`config.mk`:
```
export PLATFORM = sky130hd
export DESIGN_NAME = nand_cmd_if
export DESIGN_NICKNAME = d
export VERILOG_FILES = /design/src/rtl/nand_if_pkg.sv /design/src/rtl/nand_addr_seq.sv /design/src/rtl/nand_id_rom.sv /design/src/rtl/nand_status_reg.sv /design/src/rtl/nand_cmd_if.sv
export SDC_FILE = /design/constraint.sdc
export NUM_CORES = 1
export LEC_CHECK = 0
export ABC_CLOCK_PERIOD_IN_PS = 5900
export BUFFER_PORTS_ARGS = -buffer_cell sky130_fd_sc_hd__buf_2
export CORE_ASPECT_RATIO = 0.5
export CORE_MARGIN = 3
export CORE_UTILIZATION = 55
export DETAILED_ROUTE_END_ITERATION = 10
export GPL_ROUTABILITY_DRIVEN = 1
export PLACE_DENSITY = 0.87
export RECOVER_POWER = 100
export SYNTH_ARGS = -nofsm -noshare
export SYNTH_HDL_FRONTEND = slang
export SYNTH_SLANG_ARGS = --single-unit
export TNS_END_PERCENT = 100
```
`constraint.sdc`:
```
create_clock -name clk -period 5.9 [get_ports clk]
set_clock_uncertainty 0.1 [all_clocks]
set_input_delay 0.59 -clock clk [delete_from_list [all_inputs] [get_ports clk]]
set_output_delay 0.59 -clock clk [all_outputs]
set_load 0.005 [all_outputs]
```
`src/rtl/nand_if_pkg.sv`:
```
package nand_if_pkg;
  localparam logic [7:0] OPC_READ   = 8'h00;
  localparam logic [7:0] OPC_PROG   = 8'h80;
  localparam logic [7:0] OPC_STATUS = 8'h70;
  localparam logic [7:0] OPC_IDENT  = 8'h90;
  localparam logic [7:0] OPC_RESET  = 8'hFF;

  typedef enum logic [1:0] {
    REQ_NONE   = 2'd0,
    REQ_LOAD   = 2'd1,
    REQ_PSETUP = 2'd2,
    REQ_WDATA  = 2'd3
  } req_op_e;

  typedef enum logic [1:0] {
    OUT_IDLE   = 2'd0,
    OUT_IDENT  = 2'd1,
    OUT_STATUS = 2'd2,
    OUT_DATA   = 2'd3
  } out_mode_e;
endpackage

```
`src/rtl/nand_addr_seq.sv`:
```
module nand_addr_seq #(
  parameter int ADDR_W = 40,
  parameter int BYTES  = 1
) (
  input  logic              clk,
  input  logic              rst_n,
  input  logic              clr,
  input  logic              load,
  input  logic [7:0]        byte_in,
  input  logic              step,
  output logic [ADDR_W-1:0] addr_o,
  output logic [ADDR_W-1:0] addr_nx,
  output logic [2:0]        cnt_o
);
  logic [ADDR_W-1:0] addr_q, addr_d, merged;
  logic [2:0]        cnt_q, cnt_d;

  always_comb begin
    addr_d = addr_q;
    cnt_d  = cnt_q;
    merged = addr_q | (ADDR_W'(byte_in) << {cnt_q, 3'b000});
    if (clr) begin
      addr_d = '0;
      cnt_d  = '0;
    end else if (load) begin
      addr_d = (cnt_q == 3'd1) ? (merged << (BYTES - 1)) : merged;
      cnt_d  = (cnt_q == 3'd7) ? cnt_q : cnt_q + 3'd1;
    end else if (step) begin
      addr_d = addr_q + ADDR_W'(BYTES);
    end
  end

  always_ff @(posedge clk or negedge rst_n) begin
    if (!rst_n) begin
      addr_q <= '0;
      cnt_q  <= '0;
    end else begin
      addr_q <= addr_d;
      cnt_q  <= cnt_d;
    end
  end

  assign addr_o  = addr_q;
  assign addr_nx = addr_d;
  assign cnt_o   = cnt_q;
endmodule

```
`src/rtl/nand_id_rom.sv`:
```
module nand_id_rom #(
  parameter int         BUS_W      = 8,
  parameter bit         LARGE_PAGE = 1'b0,
  parameter logic [7:0] MAKER_ID   = 8'h2C,
  parameter logic [7:0] DEVICE_ID  = 8'hF1
) (
  input  logic [1:0] idx,
  output logic [7:0] byte_o
);
  localparam logic [7:0] FILLER = 8'hA5;
  logic [7:0] fourth;

  generate
    if (LARGE_PAGE) begin : g_large
      assign fourth = (BUS_W == 16) ? 8'h55 : 8'h15;
    end else begin : g_small
      assign fourth = 8'hC0;
    end
  endgenerate

  always_comb begin
    case (idx)
      2'd0:    byte_o = MAKER_ID;
      2'd1:    byte_o = DEVICE_ID;
      2'd2:    byte_o = FILLER;
      default: byte_o = fourth;
    endcase
  end
endmodule

```
`src/rtl/nand_status_reg.sv`:
```
module nand_status_reg (
  input  logic       clk,
  input  logic       rst_n,
  input  logic       wp_n,
  output logic       unprot,
  output logic [7:0] status
);
  logic unprot_q, unprot_d;

  always_comb unprot_d = wp_n;

  always_ff @(posedge clk or negedge rst_n) begin
    if (!rst_n) unprot_q <= 1'b1;
    else        unprot_q <= unprot_d;
  end

  assign unprot = unprot_q;
  assign status = {unprot_q, 2'b11, 5'b00000};
endmodule

```
`src/rtl/nand_cmd_if.sv`:
```
module nand_cmd_if
  import nand_if_pkg::*;
#(
  parameter int         BUS_W      = 8,
  parameter int         ADDR_W     = 40,
  parameter bit         LARGE_PAGE = 1'b0,
  parameter bit         BIG_DEVICE = 1'b0,
  parameter logic [7:0] MAKER_ID   = 8'h2C,
  parameter logic [7:0] DEVICE_ID  = 8'hF1
) (
  input  logic              clk,
  input  logic              rst_n,
  input  logic              ce_n,
  input  logic              cle,
  input  logic              ale,
  input  logic              wp_n,
  input  logic              wr_stb,
  input  logic              rd_stb,
  input  logic [BUS_W-1:0]  io_in,
  output logic [BUS_W-1:0]  io_out,
  output logic              rb_n,
  output logic              req_valid,
  output logic [1:0]        req_op,
  output logic [ADDR_W-1:0] req_addr,
  output logic [BUS_W-1:0]  req_wdata,
  output logic [ADDR_W-1:0] rd_addr,
  input  logic [BUS_W-1:0]  page_rdata
);
  localparam int         BYTES = BUS_W / 8;
  localparam logic [2:0] TRIG  = LARGE_PAGE ? (BIG_DEVICE ? 3'd5 : 3'd4) : 3'd3;

  logic sel, cmd_wr, adr_wr, dat_wr, dat_rd;
  assign sel    = !ce_n;
  assign cmd_wr = sel && wr_stb && cle;
  assign adr_wr = sel && wr_stb && ale && !cle;
  assign dat_wr = sel && wr_stb && !cle && !ale;
  assign dat_rd = sel && rd_stb;

  logic [7:0]        cmd_q, cmd_d;
  out_mode_e         mode_q, mode_d;
  logic [2:0]        idx_q, idx_d;
  logic              live_q, live_d;
  logic [BUS_W-1:0]  out_q, out_d;
  logic              rv_q, rv_d;
  req_op_e           op_q, op_d;
  logic [ADDR_W-1:0] ra_q, ra_d;
  logic [BUS_W-1:0]  wd_q, wd_d;

  logic              seq_clr, seq_step;
  logic [ADDR_W-1:0] seq_addr, seq_addr_nx;
  logic [2:0]        seq_cnt;
  logic [7:0]        id_byte, status;
  logic              unprot;
  logic              is_setup;

  nand_addr_seq #(.ADDR_W(ADDR_W), .BYTES(BYTES)) u_seq (
    .clk(clk), .rst_n(rst_n), .clr(seq_clr), .load(adr_wr),
    .byte_in(io_in[7:0]), .step(seq_step),
    .addr_o(seq_addr), .addr_nx(seq_addr_nx), .cnt_o(seq_cnt)
  );

  nand_id_rom #(.BUS_W(BUS_W), .LARGE_PAGE(LARGE_PAGE),
                .MAKER_ID(MAKER_ID), .DEVICE_ID(DEVICE_ID)) u_rom (
    .idx(idx_q[1:0]), .byte_o(id_byte)
  );

  nand_status_reg u_stat (
    .clk(clk), .rst_n(rst_n), .wp_n(wp_n), .unprot(unprot), .status(status)
  );

  assign is_setup = (cmd_q == OPC_READ) || (cmd_q == OPC_PROG);

  always_comb begin
    cmd_d    = cmd_q;
    mode_d   = mode_q;
    idx_d    = idx_q;
    live_d   = live_q;
    out_d    = out_q;
    rv_d     = 1'b0;
    op_d     = REQ_NONE;
    ra_d     = ra_q;
    wd_d     = wd_q;
    seq_clr  = 1'b0;
    seq_step = 1'b0;

    if (cmd_wr) begin
      cmd_d   = (io_in[7:0] == OPC_RESET) ? OPC_READ : io_in[7:0];
      seq_clr = 1'b1;
      live_d  = 1'b0;
      idx_d   = '0;
      mode_d  = (io_in[7:0] == OPC_STATUS) ? OUT_STATUS : OUT_IDLE;
    end else if (adr_wr) begin
      if (seq_cnt == 3'd0 && cmd_q == OPC_IDENT) begin
        mode_d = OUT_IDENT;
        idx_d  = '0;
      end
      if (seq_cnt == TRIG - 3'd1 && is_setup) begin
        live_d = 1'b1;
        rv_d   = 1'b1;
        op_d   = (cmd_q == OPC_READ) ? REQ_LOAD : REQ_PSETUP;
        ra_d   = seq_addr_nx;
        if (cmd_q == OPC_READ) mode_d = OUT_DATA;
      end
    end else if (dat_wr && cmd_q == OPC_PROG && live_q) begin
      rv_d     = 1'b1;
      op_d     = REQ_WDATA;
      ra_d     = seq_addr;
      wd_d     = io_in;
      seq_step = 1'b1;
    end

    if (dat_rd && !wr_stb) begin
      case (mode_q)
        OUT_STATUS: out_d = BUS_W'(status);
        OUT_IDENT: begin
          if (idx_q < 3'd4) begin
            out_d = BUS_W'(id_byte);
            idx_d = idx_q + 3'd1;
          end else begin
            out_d = '0;
          end
        end
        OUT_DATA: begin
          out_d    = page_rdata;
          seq_step = 1'b1;
        end
        default: out_d = '0;
      endcase
    end else if (rd_stb && ce_n) begin
      out_d = '0;
    end
  end

  always_ff @(posedge clk or negedge rst_n) begin
    if (!rst_n) begin
      cmd_q  <= OPC_READ;
      mode_q <= OUT_IDLE;
      idx_q  <= '0;
      live_q <= 1'b0;
      out_q  <= '0;
      rv_q   <= 1'b0;
      op_q   <= REQ_NONE;
      ra_q   <= '0;
      wd_q   <= '0;
    end else begin
      cmd_q  <= cmd_d;
      mode_q <= mode_d;
      idx_q  <= idx_d;
      live_q <= live_d;
      out_q  <= out_d;
      rv_q   <= rv_d;
      op_q   <= op_d;
      ra_q   <= ra_d;
      wd_q   <= wd_d;
    end
  end

  assign io_out    = out_q;
  assign rb_n      = 1'b1;
  assign req_valid = rv_q;
  assign req_op    = op_q;
  assign req_addr  = ra_q;
  assign req_wdata = wd_q;
  assign rd_addr   = seq_addr;
endmodule

```
### After elaboration in Yosys (flattened, before gate mapping)

Index checks and enable logic that the tools add are counted.

| storage, ports and cells | value |
|---|---|
| logic and storage cells | 107 |
| output and inout port bits | 100 |
| bits in registers | 117 |

| operators by class | value |
|---|---|
| reductions and logical operators | 30 |
| magnitude comparators | 1 |
| eq/ne operators | 13 |
| shift operators | 1 |
| add/sub/neg operators | 3 |
| multiplexer cells | 44 |
| bitwise logic cells | 3 |

Operators with widths:

| cell | number |
|---|---|
| two-way mux 40 bit | 6 |
| one-hot mux 8 bit (3 select lines) | 2 |
| adder 40 x 1 -> 40 bit, second input constant | 1 |
| bitwise OR 40 bit | 1 |
| << shifter 8 x 6 -> 40 bit | 1 |
| two-way mux 8 bit | 4 |
| two-way mux 3 bit | 9 |
| equality test 8 bit, second input constant | 3 |
| two-way mux 2 bit | 11 |
| logical AND 1 bit | 13 |
| two-way mux 1 bit | 12 |
| nonzero test 2 bit | 5 |
| equality test 8 x 7 -> 1 bit, second input constant | 1 |
| zero test 8 bit | 1 |
| adder 3 x 1 -> 3 bit, second input constant | 2 |
| equality test 2 bit, second input constant | 3 |
| AND reduction 3 bit | 2 |
| equality test 2 x 1 -> 1 bit, second input constant | 2 |
| zero test 1 bit | 4 |
| AND reduction 2 bit | 2 |
| equality test 3 x 2 -> 1 bit, second input constant | 1 |
| equality test 3 bit, second input constant | 1 |
| zero test 3 bit | 1 |
| less-than comparator 3 bit, second input constant | 1 |
| 5 further kinds | 6 |

### Logic depth before layout (Yosys ltp)

Gate-level depths: netlist (run 1).

| depth | value |
|---|---|
| depth in word-level cells | 16 |
| gate-level depth with buffers | 9 |
| mapped depth without buffers | 7 |

### Modules after synthesis

A second synthesis (run 1) with hierarchy kept.

| second synthesis, totals | value |
|---|---|
| cell total of the unflattened synthesis | 554 |
| area, all modules | 6264.8 µm² |

By module, submodules not included:

| module | instances | sequential area each (µm²) | cells an instance | area each (µm²) |
|---|---|---|---|---|
| nand_cmd_if | 1 | 1826.8 | 272 | 3588.4 |
| nand_addr_seq | 1 | 1076.0 | 258 | 2477.4 |
| nand_id_rom | 1 | 0.0 | 13 | 105.1 |
| nand_status_reg | 1 | 26.3 | 11 | 93.8 |

### Least setup slack after synthesis (run 1)

OpenSTA, ideal clock, no wires.

| timing path | value |
|---|---|
| path type | input port to flip-flop |
| start | input port ce_n |
| end | register u_seq.addr_q[22] (netlist: u_seq.addr_o[22]) |
| slack | 3311 ps |
| required time | 5704 ps |
| buffers on the path | 1 |
| cell stages on the path | 6 |
| arrival time | 2393 ps |
| cells stage by stage | clkbuf_1 -> nor4bb_1 -> nand2_1 -> a2111o_1 -> and2_4 -> a311oi_2 |

| between the ends | value |
|---|---|
| cells in the longest elaborated chain, start to end | 14 |

RTL lines:

| element | line | source |
|---|---|---|
| start: declaration | nand_cmd_if.sv:13 | `input logic ce_n,` |
| zero test 1 bit (*) | nand_cmd_if.sv:33 | `assign sel = !ce_n;` |
| logical AND 1 bit | nand_cmd_if.sv:34, nand_cmd_if.sv:35, nand_cmd_if.sv:36 |  |
| logical AND 1 bit (2 in a row) | nand_cmd_if.sv:36 | `assign dat_wr = sel && wr_stb && !cle && !ale;` |
| logical AND 1 bit (2 in a row) | nand_cmd_if.sv:104 | `end else if (dat_wr && cmd_q == OPC_PROG && live_q) begin` |
| two-way mux 1 bit | nand_cmd_if.sv:104 |  |
| two-way mux 1 bit | nand_cmd_if.sv:92 | `end else if (adr_wr) begin` |
| two-way mux 1 bit | nand_cmd_if.sv:86 | `if (cmd_wr) begin` |
| two-way mux 1 bit | nand_cmd_if.sv:113 | `case (mode_q)` |
| two-way mux 1 bit | nand_cmd_if.sv:112 | `if (dat_rd && !wr_stb) begin` |
| two-way mux 40 bit | nand_addr_seq.sv:28 | `end else if (step) begin` |
| two-way mux 40 bit | nand_addr_seq.sv:25 | `end else if (load) begin` |
| two-way mux 40 bit (*) | nand_addr_seq.sv:22 | `if (clr) begin` |
| net seq_addr_nx[22] | nand_cmd_if.sv:50 | `logic [ADDR_W-1:0] seq_addr, seq_addr_nx;` |
| end signal: assignment | nand_addr_seq.sv:38 | `addr_q <= addr_d;` |
| end: declaration | nand_addr_seq.sv:15 | `logic [ADDR_W-1:0] addr_q, addr_d, merged;` |

The timed path passes the listed nets; every way through them passes the cells marked *.
A chain may end at the register's enable or synchronous reset.

### Final worst setup path (run 1)

| timing path | value |
|---|---|
| start | register cmd_q[5] |
| end | register u_seq.addr_q[5] (netlist: u_seq.addr_o[5]) |

| between the ends | value |
|---|---|
| cells in the longest elaborated chain, start to end | 11 |

RTL lines:

| element | line | source |
|---|---|---|
| start: declaration | nand_cmd_if.sv:39 | `logic [7:0] cmd_q, cmd_d;` |
| start signal: assignment | nand_cmd_if.sv:146 | `cmd_q <= cmd_d;` |
| equality test 8 bit (*) | nand_cmd_if.sv:104 |  |
| logical AND 1 bit (*) (2 in a row) | nand_cmd_if.sv:104 |  |
| two-way mux 1 bit (*) | nand_cmd_if.sv:104 |  |
| two-way mux 1 bit (*) | nand_cmd_if.sv:92 |  |
| two-way mux 1 bit (*) | nand_cmd_if.sv:86 |  |
| two-way mux 1 bit | nand_cmd_if.sv:113 |  |
| two-way mux 1 bit (*) | nand_cmd_if.sv:112 |  |
| two-way mux 40 bit (*) | nand_addr_seq.sv:28 |  |
| two-way mux 40 bit (*) | nand_addr_seq.sv:25 |  |
| two-way mux 40 bit (*) | nand_addr_seq.sv:22 |  |
| net seq_addr_nx[5] | nand_cmd_if.sv:50 |  |

Marks and branches as above.

==> results of run 1 <==
power by group:
| group | switching (µW) | internal, µW | leakage [µW] |
|---|---|---|---|
| logic | 138 | 90.6 | 0.00134 |
| registers | 61.8 | 858 | 0.00160 |
| clock network | 394 | 637 | 0.000281 |
through the flow:
stage	cells	worst slack, ns	hold WS [ns]	cell area (µm²)
after floorplan	549	3.31	0.194	5680
after CTS	812	2.67	0.0813	6960
final	812	1.55	0.172	6820
after global routing	812	1.29	0.157	6820
after global placement	780	2.60	0.366	6370
after detailed placement	780	2.44	0.372	6370
state kept, by name, summed over array words and instances (netlist names):
name	cells
u_seq.cnt_o	3
req_addr	40
idx_q	3
io_out	8
u_seq.addr_o	40
u_stat.unprot	1
mode_q	2
live_q	1
cmd_q	8
req_wdata	8
req_op	2
req_valid	1
critical path, cell delays in order, from the launching register on:
cell,delay [ns]
dfrtp_1,0.38
or4_1,0.58
or4_1,0.85
a21oi_1,1.18
clkbuf_1,0.65
a21boi_0,0.19
a311oi_1,0.30
synthesized netlist by cell type, drive strengths merged (11+ instances only):
master,count,area share [%]
a22o,11,1.7
nor2,48,3.2
a21oi,79,7.2
a211oi,14,2.3
dfrtp,116,51
nand3,20,1.8
mux2,19,3.8
buf,13,1.5
a311oi,17,2.7
clkbuf,21,1.4
nand4,13,1.4
nand2,23,1.5
inv,13,0.86
worst max path at each step:
| stage | startpoint | endpoint | slack [ns] | depth (start not counted) |
|---|---|---|---|---|
| after floorplan | ce_n | u_seq.addr_o[22] | 3.31 | 6 |
| after global placement | ce_n | u_seq.addr_o[38] | 2.60 | 6 |
| after detailed placement | ce_n | u_seq.addr_o[38] | 2.44 | 6 |
| after CTS | mode_q[0] | u_seq.addr_o[38] | 2.67 | 5 |
| after global routing | cmd_q[5] | req_addr[14] | 1.29 | 7 |
| final | cmd_q[5] | u_seq.addr_o[5] | 1.55 | 6 |
routing by layer:
| metal | vias to the layer above | wire, µm |
|---|---|---|
| met5 | - | 0 |
| met4 | 0 | 735 |
| met3 | 100 | 2220 |
| met2 | 429 | 7770 |
| met1 | 2594 | 6760 |
| li1 | 2308 | - |
cells by family (layout without fill, tap and decap cells):
| group | after synthesis | after routing | synth area share [%] |
|---|---|---|---|
| and+or+nand+nor | 173 | 173 | 16.3 |
| other | 1 | 1 | 0.0660 |
| AOI/OAI and AO/OA | 179 | 179 | 21.9 |
| adders and majority gates | 10 | 10 | 2.20 |
| muxes | 22 | 22 | 4.29 |
| DFF | 117 | 117 | 51.5 |
| buffers and inverters | 47 | 175 | 3.72 |
layout by cell type, fill, tap and decap left out, types with 14 or more instances in the layout:
cell type,instances
clkbuf_1,57
a211oi_1,14
nand3_1,20
nor2_1,48
mux2_2,16
clkbuf_16,17
a21oi_1,79
nand2_1,23
dfrtp_1,116
a311oi_1,16
buf_2,67
final cells by class:
class | count | area (µm²) | area share [%]
Sequential cell | 117 | 2930 | 42.9
Multi-Input combinational cell | 385 | 2490 | 36.5
Timing Repair Buffer | 130 | 592 | 8.68
Clock buffer | 19 | 443 | 6.49
Tap cell | 135 | 169 | 2.48
Clock inverter | 13 | 149 | 2.18
Inverter | 13 | 48.8 | 0.715
==> results.yml, run 1 <==
detailed_routing:
  vias: 5431
  routedWlPerCell_um: 21.5
  drt_iter0_drc: 725
  first_pass_iters: 8
  drt_wl_total_mm: 17.5
  drtAntennaViolNets: 0
  drc: 0
  vias_per_cell: 6.69
sta:
  final-setup-viol-count: 0
  fin_crit_sh_pct: 73.7
  fmaxAchievable_ghz: 0.230
  maxSlewViolCount: 172
  hold_violations: 0
  finalCriticalPeriod_ns: 4.35
  fin_setup_tns_ns: 0
  tightest_slew_ns: 2.34
  rsz0062_at_grt: "no"
  max_slew_margin_pct: -55.8
synth:
  yosysWarnings: 0
  ys_seq_area_share_pct: 51.5
  syn_area_per_cell_um2: 10.4
  syn_nets: 583
  ys_ff_latch: 117
  synthFlopType: "dfrtp_1"
  yosysUniqueCellTypes: 61
  synth_edf_count: 0
  synth_area_um2: 5680
  synth-async-reset-ratio_pct: 100
  syn_inst: 549
placed_design:
  port_buffers: 122
  hpwl_mm: 11.3
  gp_congestion: 0.944
finish:
  nets: 698
  diodes: 0
  drive_gt1_share_pct: 18.8
  area_growth_pct: 20.0
  fin_util_pct: 69.9
  fillCellCount: 727
global_routing:
  grt_pass1_wl_mm: 27.8
  gr-total-overflow: 0
  use_met1_pct: 39.7
  busiest_layer: "met2"
  track_usage_pct: 30.8
  grt_max_degree: 76
  grt_antenna_before_repair: 0
  met2_usage_pct: 47.0
  groute.layer.met3.usage_pct: 11.1
  first_global_vias: 5267
clocking:
  postCtsSetupRepairBufs: 0
  clk_pin_slew_worst_paths_ns: 0.06
  cts_tree: "yes"
  insertion_delay_ns: 0.42
  cts_buffers: 17
  cts_resized: 0
  cts_root_buf: "clkbuf_16"
  htree_levels: 4
  clock-sinks: 117
  cts_hold_buffers: 0
  cts_buffer_depth: 2
setup_path:
  cp_max_fo: 16
  cp-end-kind: "flip-flop"
  start_kind: "flip-flop"
  criticalPathCategory: "reg2reg"
  crit_arrival_ns: 4.56
  reg2reg_from: "cmd_q[5]"
  worst-r2r-setup-slack_ns: 1.55
  worstPathRequired_ns: 6.11
  reg2reg_to: "u_seq.addr_o[5]"
  worstRegToRegCells: 6
power_and_ir_drop:
  irDropWorstVdd_v: 0.000181
  power.density_nw_per_um2: 320
  power_leakage_uw: 0.00323
  p_total_uw: 2180
die:
  die-width_um: 150
  die_y_um: 77.9
  coreArea_um2: 9760
  rows: 25
  ios: 124
  dieArea_um2: 11700
  start_util_pct: 58.2
flow_run:
  cap_violations: 4
min_path:
  hold_end: "u_stat.unprot"
  hold_path.class: "in2reg"
  worst_hold_path.num_cells: 1
  hold_start: "wp_n"
outcome:
  status: "finished, violations left"
  violations: "capacitance limit, slew limit"
No activity file was read; power rests on OpenSTA's default activity.
==> inputs of run 2 (changes only) <==
--- a/config.mk
+++ b/config.mk
@@ -5,7 +5,7 @@
 export SDC_FILE = /design/constraint.sdc
 export NUM_CORES = 1
 export LEC_CHECK = 0
-export ABC_CLOCK_PERIOD_IN_PS = 5900
+export ABC_CLOCK_PERIOD_IN_PS = 4150
 export BUFFER_PORTS_ARGS = -buffer_cell sky130_fd_sc_hd__buf_2
 export CORE_ASPECT_RATIO = 0.5
 export CORE_MARGIN = 3
==> constraint.sdc (replaced) <==
create_clock -name clk -period 4.15 [get_ports clk]
set_clock_uncertainty 0.1 [all_clocks]
set_input_delay 0.415 -clock clk [delete_from_list [all_inputs] [get_ports clk]]
set_output_delay 0.415 -clock clk [all_outputs]
set_load 0.005 [all_outputs]
==> run 2 against run 1 <==
Compared with the run above:
- highest routed layer unchanged
- the run still ends with capacitance limit, slew limit left
- core utilization is 0.42 points higher
- critical path type unchanged
- flip-flop and latch count stayed put
- final cell count is 0.86% higher
- total power is 40% higher
- critical endpoint is now u_seq.addr_o[16]
- hold slack better by 0.0015 ns
- cell area is 0.61% higher
==> results.yml, run 2 (synthesized netlist as in run 1, its figures left out) <==
clocking:
  cts_buffer_depth: 2
  cts_tree: "yes"
  clock-sinks: 117
  htree_levels: 4
  clk_pin_slew_worst_paths_ns: 0.05
  insertion_delay_ns: 0.40
  cts_buffers: 17
  cts_root_buf: "clkbuf_16"
sta:
  fmaxAchievable_ghz: 0.285
  fin_setup_tns_ns: 0
  final-setup-viol-count: 0
  finalCriticalPeriod_ns: 3.51
  maxSlewViolCount: 66
  max_slew_margin_pct: -8.50
  tightest_slew_ns: 1.63
  rsz0062_at_grt: "no"
  fin_crit_sh_pct: 84.6
  hold_violations: 0
power_and_ir_drop:
  combinationalPowerShare_pct: 10.6
  p_switching_uw: 816
  p_seq_share_pct: 42.8
  intPower_uw: 2230
  p_sw_share_pct: 26.8
  irDropWorstVdd_v: 0.000268
  p_total_uw: 3040
  clkPwrFrac_pct: 46.5
  power.density_nw_per_um2: 444
  power_leakage_uw: 0.00323
setup_path:
  worstPathRequired_ns: 4.34
  worstRegToRegCells: 5
  criticalPathCategory: "reg2reg"
  reg2reg_to: "u_seq.addr_o[16]"
  cp_max_fo: 16
  worst-r2r-setup-slack_ns: 0.64
  cp-end-kind: "flip-flop"
  crit_arrival_ns: 3.70
  start_kind: "flip-flop"
  reg2reg_from: "cmd_q[5]"
die:
  die_y_um: 77.9
  ios: 124
  die-width_um: 150
  start_util_pct: 58.2
  rows: 25
  dieArea_um2: 11700
  coreArea_um2: 9760
finish:
  area_growth_pct: 20.7
  multi_input_area_um2: 2500
  drive_gt1_share_pct: 18.4
  regArea_um2: 2930
  fillCellCount: 746
  layout_commonest_cell: "dfrtp_1"
  nets: 705
  final_cell_mix: "dfrtp_1 (116), a21oi_1 (77), clkbuf_1 (62)"
  diodes: 0
min_path:
  worst_hold_path.num_cells: 2
  hold_end: "io_out[1]"
  hold_path.class: "in2reg"
  hold_start: "page_rdata[1]"
global_routing:
  track_usage_pct: 29.2
  grt_max_degree: 66
  first_global_vias: 5077
  gr-total-overflow: 0
  grt_antenna_before_repair: 0
  grt_pass1_wl_mm: 26.8
detailed_routing:
  vias: 5245
  vias_per_cell: 6.40
  drtAntennaViolNets: 0
  drt_iter0_drc: 665
  drt_wl_total_mm: 16.8
  drc: 0
  first_pass_iters: 7
  routedWlPerCell_um: 20.5
placed_design:
  hpwl_mm: 11.4
  gp_congestion: 0.904
  port_buffers: 122
outcome:
  violations: "capacitance limit, slew limit"
  status: "finished, violations left"
flow_run:
  cap_violations: 1
run 2: changes by cell type in the layout (fill, tap and decap cells not counted), moves of 4 or more:
cell | before | now
clkinv_4 | 4 | 0
buf_2 | 67 | 60
clkinv_2 | 1 | 7
clkbuf_1 | 57 | 62
buf_4 | 5 | 9
run 2: final cells by class:
class	count	share of cell area, %
sequential	117	42.7
timing repair buffer	137	9.52
multi-input combinational	385	36.4
tap	135	2.46
inverter	13	0.711
clock buffer	18	6.25
clock inverter	14	1.97
run 2: repair_timing:
item	in CTS	in global routing
resized for setup	0	0
setup buffers	0	0
hold buffers	1	1
endpoints found under the hold margin	52	1
run 2: power by group through the flow:
stage                     Clock [µW]  Sequential (µW)  Combinational, µW
final                           1420             1300                324
after CTS                       1420             1300                338
after detailed placement           0             1320                331
after global placement             0             1310                318
after global routing            1480             1310                357
after floorplan                    0             1300                171
run 2: critical path, cell delays in order (launching register included):
cell	delay [ns]
dfrtp_1	0.37
or4_1	0.56
or4_1	0.82
a211oi_1	0.99
a221oi_1	0.20
a311oi_1	0.35
run 2: worst max path at each step:
stage	slack, ns	endpoint	start	depth (start not counted)
global route	0.50	req_addr[39]	cmd_q[5]	5
detailed placement	1.17	u_seq.addr_o[33]	cmd_q[5]	6
floorplan	1.69	u_seq.addr_o[22]	cmd_q[5]	6
global placement	1.21	u_seq.addr_o[20]	cmd_q[5]	6
CTS	1.09	u_seq.addr_o[33]	cmd_q[5]	6
finish	0.64	u_seq.addr_o[16]	cmd_q[5]	5
run 2: routing by layer:
layer  track usage, %  share of wire (%)  routed length [µm]
met5                0                  0                   0
met4             8.67                2.0                 343
met1             39.6                 41                6900
met2             46.1                 46                7710
met3             8.17                 11                1840
run 2: stage by stage:
stage                     cell area, µm²  utilization, %  hold slack [ns]  instances  setup slack, ns
after detailed placement            6430            65.9            0.372        785             1.17
after global placement              6430            65.9            0.363        785             1.21
final                               6860            70.3            0.173        819            0.637
after CTS                           7010            71.8          0.00390        818             1.09
after floorplan                     5680               -           0.0194        549             1.69
after global routing                6860            70.3            0.172        819            0.496
